[src/rtl/flash_poll_pkg.sv]
package flash_poll_pkg;
  localparam logic [7:0] CMD_KEY1 = 8'hAA;
  localparam logic [7:0] CMD_KEY2 = 8'h55;
  localparam logic [7:0] CMD_PROG = 8'hA0;
  localparam int DONE_BIT = 7;
  localparam int TOG_BIT  = 6;
  localparam int ERR_BIT  = 5;

  typedef enum logic [3:0] {
    ST_IDLE, ST_FETCH, ST_CMD, ST_POLL_A, ST_POLL_B,
    ST_CHK_A, ST_CHK_B, ST_FINAL
  } state_t;

  typedef enum logic [2:0] {
    VD_AGAIN, VD_NEXT, VD_PASS, VD_FAIL, VD_CONFIRM
  } verdict_t;
endpackage

[src/rtl/flash_poll_judge.sv]
module flash_poll_judge
  import flash_poll_pkg::*;
(
  input  logic       toggle_mode,
  input  state_t     st,
  input  logic [7:0] rd,
  input  logic [7:0] prev,
  input  logic [7:0] wbyte,
  output verdict_t   vd
);
  logic bit_match, tog_same;
  assign bit_match = (rd[DONE_BIT] == wbyte[DONE_BIT]);
  assign tog_same  = (rd[TOG_BIT] == prev[TOG_BIT]);

  always_comb begin
    vd = VD_AGAIN;
    case (st)
      ST_FINAL:  vd = (rd == wbyte) ? VD_PASS : VD_FAIL;
      ST_POLL_A: begin
        if (toggle_mode)    vd = VD_NEXT;
        else if (bit_match) vd = VD_PASS;
        else if (rd[ERR_BIT]) vd = VD_CONFIRM;
        else                vd = VD_AGAIN;
      end
      ST_POLL_B: begin
        if (tog_same)         vd = VD_PASS;
        else if (rd[ERR_BIT]) vd = VD_CONFIRM;
        else                  vd = VD_AGAIN;
      end
      ST_CHK_A: begin
        if (toggle_mode) vd = VD_NEXT;
        else             vd = bit_match ? VD_PASS : VD_FAIL;
      end
      ST_CHK_B: vd = tog_same ? VD_PASS : VD_FAIL;
      default:  vd = VD_AGAIN;
    endcase
  end
endmodule

[src/rtl/flash_poll_limit.sv]
module flash_poll_limit #(
  parameter int LIMIT = 64
) (
  input  logic clk,
  input  logic rst_n,
  input  logic clr,
  input  logic inc,
  output logic hit
);
  localparam int CW = $clog2(LIMIT + 1);
  logic [CW-1:0] cnt;

  always_ff @(posedge clk or negedge rst_n) begin
    if (!rst_n)   cnt <= '0;
    else if (clr) cnt <= '0;
    else if (inc) cnt <= cnt + 1'b1;
  end

  assign hit = (cnt == CW'(LIMIT - 1));
endmodule

[src/rtl/flash_addr_walker.sv]
module flash_addr_walker #(
  parameter int AW = 19,
  parameter int LW = 20
) (
  input  logic          clk,
  input  logic          rst_n,
  input  logic          load,
  input  logic          step,
  input  logic [AW-1:0] base,
  input  logic [LW-1:0] len,
  output logic [AW-1:0] addr,
  output logic          last
);
  logic [LW-1:0] rem;

  always_ff @(posedge clk or negedge rst_n) begin
    if (!rst_n) begin
      addr <= '0;
      rem  <= '0;
    end else if (load) begin
      addr <= base;
      rem  <= len;
    end else if (step) begin
      addr <= addr + 1'b1;
      rem  <= rem - 1'b1;
    end
  end

  assign last = (rem == LW'(1));
endmodule

[src/rtl/flash_prog_poller.sv]
module flash_prog_poller
  import flash_poll_pkg::*;
#(
  parameter int AW = 19,
  parameter int LW = 20,
  parameter int POLL_LIMIT = 64,
  parameter logic [AW-1:0] UNLOCK_A = AW'('h555),
  parameter logic [AW-1:0] UNLOCK_B = AW'('h2AA)
) (
  input  logic          clk,
  input  logic          rst_n,
  input  logic          start,
  input  logic          toggle_mode,
  input  logic [AW-1:0] base_addr,
  input  logic [LW-1:0] length,
  input  logic          in_valid,
  output logic          in_ready,
  input  logic [7:0]    in_data,
  output logic          bus_valid,
  input  logic          bus_ready,
  output logic          bus_write,
  output logic [AW-1:0] bus_addr,
  output logic [7:0]    bus_wdata,
  input  logic [7:0]    bus_rdata,
  output logic          busy,
  output logic          done,
  output logic          fail,
  output logic [AW-1:0] fail_addr
);
  state_t        st;
  verdict_t      vd;
  logic [7:0]    wbyte, prev;
  logic [1:0]    step;
  logic          mode_q, done_q, fail_q;
  logic [AW-1:0] fail_addr_q, tgt;
  logic          last, hit;
  logic          rd_state, rd_fire, wk_load, wk_step, lim_inc;

  assign rd_state = (st == ST_POLL_A) || (st == ST_POLL_B) || (st == ST_CHK_A) ||
                    (st == ST_CHK_B)  || (st == ST_FINAL);
  assign rd_fire  = rd_state && bus_ready;
  assign wk_load  = (st == ST_IDLE) && start;
  assign wk_step  = rd_fire && (st == ST_FINAL) && (vd == VD_PASS) && !last;
  assign lim_inc  = rd_fire && (vd == VD_AGAIN) && !hit;

  flash_addr_walker #(.AW(AW), .LW(LW)) u_walk (
    .clk(clk), .rst_n(rst_n), .load(wk_load), .step(wk_step),
    .base(base_addr), .len(length), .addr(tgt), .last(last)
  );

  flash_poll_limit #(.LIMIT(POLL_LIMIT)) u_lim (
    .clk(clk), .rst_n(rst_n), .clr(st == ST_CMD), .inc(lim_inc), .hit(hit)
  );

  flash_poll_judge u_judge (
    .toggle_mode(mode_q), .st(st), .rd(bus_rdata), .prev(prev),
    .wbyte(wbyte), .vd(vd)
  );

  always_comb begin
    bus_valid = (st == ST_CMD) || rd_state;
    bus_write = (st == ST_CMD);
    bus_addr  = tgt;
    bus_wdata = '0;
    if (st == ST_CMD) begin
      case (step)
        2'd0: begin bus_addr = UNLOCK_A; bus_wdata = CMD_KEY1; end
        2'd1: begin bus_addr = UNLOCK_B; bus_wdata = CMD_KEY2; end
        2'd2: begin bus_addr = UNLOCK_A; bus_wdata = CMD_PROG; end
        default: begin bus_addr = tgt;   bus_wdata = wbyte;    end
      endcase
    end
  end

  always_ff @(posedge clk or negedge rst_n) begin
    if (!rst_n) begin
      st          <= ST_IDLE;
      wbyte       <= '0;
      prev        <= '0;
      step        <= '0;
      mode_q      <= 1'b0;
      done_q      <= 1'b0;
      fail_q      <= 1'b0;
      fail_addr_q <= '0;
    end else begin
      case (st)
        ST_IDLE: if (start) begin
          mode_q <= toggle_mode;
          fail_q <= 1'b0;
          if (length == '0) done_q <= 1'b1;
          else begin
            done_q <= 1'b0;
            st     <= ST_FETCH;
          end
        end
        ST_FETCH: if (in_valid) begin
          wbyte <= in_data;
          step  <= '0;
          st    <= ST_CMD;
        end
        ST_CMD: if (bus_ready) begin
          step <= step + 1'b1;
          if (step == 2'd3) st <= ST_POLL_A;
        end
        default: if (bus_ready) begin
          prev <= bus_rdata;
          case (vd)
            VD_NEXT:    st <= (st == ST_CHK_A) ? ST_CHK_B : ST_POLL_B;
            VD_CONFIRM: st <= ST_CHK_A;
            VD_PASS: begin
              if (st != ST_FINAL) st <= ST_FINAL;
              else if (last) begin
                st     <= ST_IDLE;
                done_q <= 1'b1;
              end else st <= ST_FETCH;
            end
            VD_AGAIN: begin
              if (hit) begin
                st          <= ST_IDLE;
                done_q      <= 1'b1;
                fail_q      <= 1'b1;
                fail_addr_q <= tgt;
              end else st <= ST_POLL_A;
            end
            default: begin
              st          <= ST_IDLE;
              done_q      <= 1'b1;
              fail_q      <= 1'b1;
              fail_addr_q <= tgt;
            end
          endcase
        end
      endcase
    end
  end

  assign in_ready  = (st == ST_FETCH);
  assign busy      = (st != ST_IDLE);
  assign done      = done_q;
  assign fail      = fail_q;
  assign fail_addr = fail_addr_q;
endmodule

[config.mk]
export PLATFORM = sky130hd
export DESIGN_NAME = flash_prog_poller
export DESIGN_NICKNAME = d
export VERILOG_FILES = /design/src/rtl/flash_poll_pkg.sv /design/src/rtl/flash_poll_judge.sv /design/src/rtl/flash_poll_limit.sv /design/src/rtl/flash_addr_walker.sv /design/src/rtl/flash_prog_poller.sv
export SDC_FILE = /design/constraint.sdc
export NUM_CORES = 1
export LEC_CHECK = 0
export ABC_CLOCK_PERIOD_IN_PS = 2560
export BUFFER_PORTS_ARGS = -buffer_cell sky130_fd_sc_hd__buf_2
export CORE_MARGIN = 3
export CORE_UTILIZATION = 35
export DETAILED_ROUTE_END_ITERATION = 6
export PLACE_DENSITY = 0.57
export SYNTH_ARGS = -nofsm -noshare
export SYNTH_HDL_FRONTEND = slang
export SYNTH_SLANG_ARGS = --single-unit
[constraint.sdc]
create_clock -name clk -period 2.56 [get_ports clk]
set_input_delay 0.256 -clock clk [delete_from_list [all_inputs] [get_ports clk]]
set_output_delay 0.256 -clock clk [all_outputs]
set_load 0.1 [all_outputs]
==> summary.txt <==
status: finished, final reports clean
clk buf depth: 2
crit start category: flip-flop
GRT overflow: 0
drt drc: 0
first-pass GRT wire length: 24,340 µm
critical path depth: 8
RePlAce Congestion: 0.8844
cell area after synthesis: 0.005021 mm²
critical path's slowest cell: dfrtp_1
H-tree depth: 3
Final #Nets: 770
Total GRT Usage: 0.1891
Initial Util: 0.3603
initial antenna violation count: 0
final setup TNS: 0 ns
vias in the first global route: 4,827
number of flops mapped to enable cells by yosys: 0
PortBufs: 112
Slew headroom: 0.6180
share of cells above drive strength 1: 0.3381
fillcell total: 1,286
Post-Syn Instances: 547
Vert. Die Dim: 125.8 µm
Worst EP required: 2.79 ns
syn nets: 617
reg2reg path depth: 8
Top FF cell, synth: dfrtp_1
flops & latches, synth: 82
share of async-settable or async-resettable flops after synthesis: 1.000
RSZ-0062 raised after global routing: yes
Max Clk Rate: 409.6 MHz
largest net degree at the start of global routing: 44
Worst Path Buf+Inv: 2
maxcap violations: 0
Avg Vias per Cell: 5.450
Worst-path clk slew: 0.06 ns
Ys Warns: 0
multi-input logic area: 0.002908 mm²
Post-DP HPWL: 11,310 µm
Initial DRC Count: 257
num rows: 43
CP cell instances: xor2_1 > nor4_2 > nand4_1 > buf_4 > o21ai_2 > a21oi_4 > buf_12 > mux2_1
number of vias in the routed layout: 4,818
Die X: 125.8 µm
worst reg2reg endpoint: fail_addr[12]$_DFFE_PN0P_
critical path endpoint category: flip-flop
register area share after synthesis: 0.4087
period utilisation layout: 0.9537
register area: 0.002053 mm²
Sink Count: 82
Initial DRT Pass Iterations: 5
CP Max Fanout: 10
R2R setup slack: 0.12 ns
Core Box Area: 0.01393 mm²
CTS Buf Count: 9
Routed WL: 15,270 µm
CP Class: flip-flop to flip-flop
worst slew pin tran: 0.5730 ns
max incr delay on CP: 0.40 ns
Final ANT Viol Nets: 0
DIE AREA: 0.01582 mm²
delay-heaviest family, CP: simple AND/OR/NAND/NOR gates
I/O Pins: 113
class of the worst hold path: primary input to flip-flop
Netlist cell types: 65
root buf cell: clkbuf_16
max-slew violations: 0
Hold Vio Cnt, Final: 0
Clock Skew: 0.004991 ns
TritonCTS clock tree: yes
Diodes inserted: 0
reg2reg start: wbyte[1]$_DFFE_PN0P_
# setup viols final: 0
Period minus WS final: 2.441 ns
worst skew pair latency: 0.34 ns
Avg Cell Area, Syn: 9.179 µm²
routed len/inst: 17.28 µm
layout overhead on the synthesized area: 39.55%
CP Capture Point: fail_addr[12]$_DFFE_PN0P_
post-layout util: 0.5028
CP Data Arrival Time: 2.67 ns
Critical Path Start: wbyte[1]$_DFFE_PN0P_
kinds of logic (layout without fill, tap and decap cells):
kind of cell,after synthesis,after routing,synth area share
simple gates,234,234,0.2557
compound gates,115,116,0.1525
flops,82,82,0.4087
buf+inv,49,205,0.04161
mux,37,37,0.08099
xor+xnor,21,21,0.03813
fa+ha+maj,9,9,0.02243
per-layer routing:
metal | vias up | global-route usage | part of all wire
met4 | 0 | 0.06814 | 0.018
li1 | 2327 | - | -
met5 | - | 0 | 0
met2 | 133 | 0.3140 | 0.48
met1 | 2342 | 0.2394 | 0.45
met3 | 16 | 0.04835 | 0.052
final cells by class:
class                   instances  area share
inverters                      20     0.01071
flip-flops and latches         82      0.2930
clock buffers                  11     0.03464
well taps                     180     0.03214
multi-input cells             417      0.4150
repair buffers                170      0.2036
clock inverters                 4     0.01089
flip-flops by register name, indices dropped and copies added (netlist names):
register,flops
st,3
prev,1
step,2
u_walk.rem,20
fail_addr,19
fail,1
done,1
u_lim.cnt,7
mode_q,1
wbyte,8
u_walk.addr,19
cells in the final DEF (no fill, tap or decap), types with 7 or more instances in the layout:
master and count:
a21oi_1 11, a31oi_1 18, and2_1 9, buf_12 26, buf_2 83, buf_4 53
clkbuf_16 9, dfrtp_1 81, ha_1 9, inv_1 20, mux2_1 19, mux2_2 9
mux2i_1 8, nand2_1 64, nand3_1 19, nand4_1 11, nor2_1 35, nor3_1 13
nor4_1 15, o21ai_0 20, o22ai_1 7, o31ai_1 8, or3_1 8, or4_1 9
xnor2_1 11, xor2_1 9
Yosys cell counts (6+ instances only):
master | number | area share
or3_1 | 9 | 0.011
nand3_1 | 19 | 0.019
nand2_1 | 66 | 0.049
nor2_1 | 36 | 0.027
mux2_2 | 9 | 0.020
o31ai_1 | 8 | 0.012
mux2i_1 | 8 | 0.016
and2_1 | 13 | 0.016
clkbuf_1 | 14 | 0.010
xnor2_1 | 11 | 0.019
o22ai_1 | 7 | 0.0087
o21a_1 | 6 | 0.0090
buf_2 | 11 | 0.011
a21oi_1 | 20 | 0.020
xor2_1 | 9 | 0.016
ha_1 | 9 | 0.022
dfrtp_1 | 82 | 0.41
nand4_1 | 11 | 0.014
nand2b_1 | 6 | 0.0075
o21ai_0 | 22 | 0.022
or4_1 | 9 | 0.013
inv_1 | 20 | 0.015
mux2_1 | 20 | 0.045
nor4_1 | 16 | 0.020
a31oi_1 | 18 | 0.022
nor3_1 | 13 | 0.013
per-stage QoR:
step           std cells  hold WS, ns  worst slack, ns  area [µm²]
2_1_floorplan        547     -0.03959          -0.6320        5090
3_3_place_gp         852       0.2901         -0.04309        6419
3_5_place_dp         852       0.2890          -0.2096        6419
4_1_cts              870       0.1037         0.008810        6802
5_1_grt              884       0.1349        -0.003628        7007
6_report             884       0.1154           0.1185        7007
what timing repair did:
| item | 4_1_cts | 5_1_grt |
|---|---|---|
| cloned | 0 | 1 |
| endpoints found under the hold margin | 39 | 0 |
| setup endpoints to repair | 31 | 39 |
| pin swaps | 1 | 4 |
| gates resized for setup | 13 | 24 |
| setup buffers | 2 | 13 |
| hold buffers | 1 | 0 |
how the worst min path moves through the flow:
stage	depth (start not counted)	to	from
floorplan	0	done$_DFFE_PN0P_	rst_n
global placement	1	u_walk.addr[1]$_DFFE_PN0P_	rst_n
detailed placement	1	u_walk.addr[2]$_DFFE_PN0P_	rst_n
CTS	3	wbyte[7]$_DFFE_PN0P_	in_data[7]
global route	3	wbyte[5]$_DFFE_PN0P_	in_data[5]
finish	3	wbyte[7]$_DFFE_PN0P_	in_data[7]
tightest hold or removal path, delay by kind of cell:
| kind | cells | cell delay (ns) |
|---|---|---|
| buf+inv | 1 | 0.07 |
| simple gates | 1 | 0.04 |
| compound gates | 1 | 0.06 |
Power is left out: the tool's default activity adds up to more than one toggle a clock period on the data nets, which glitch-free logic cannot reach.
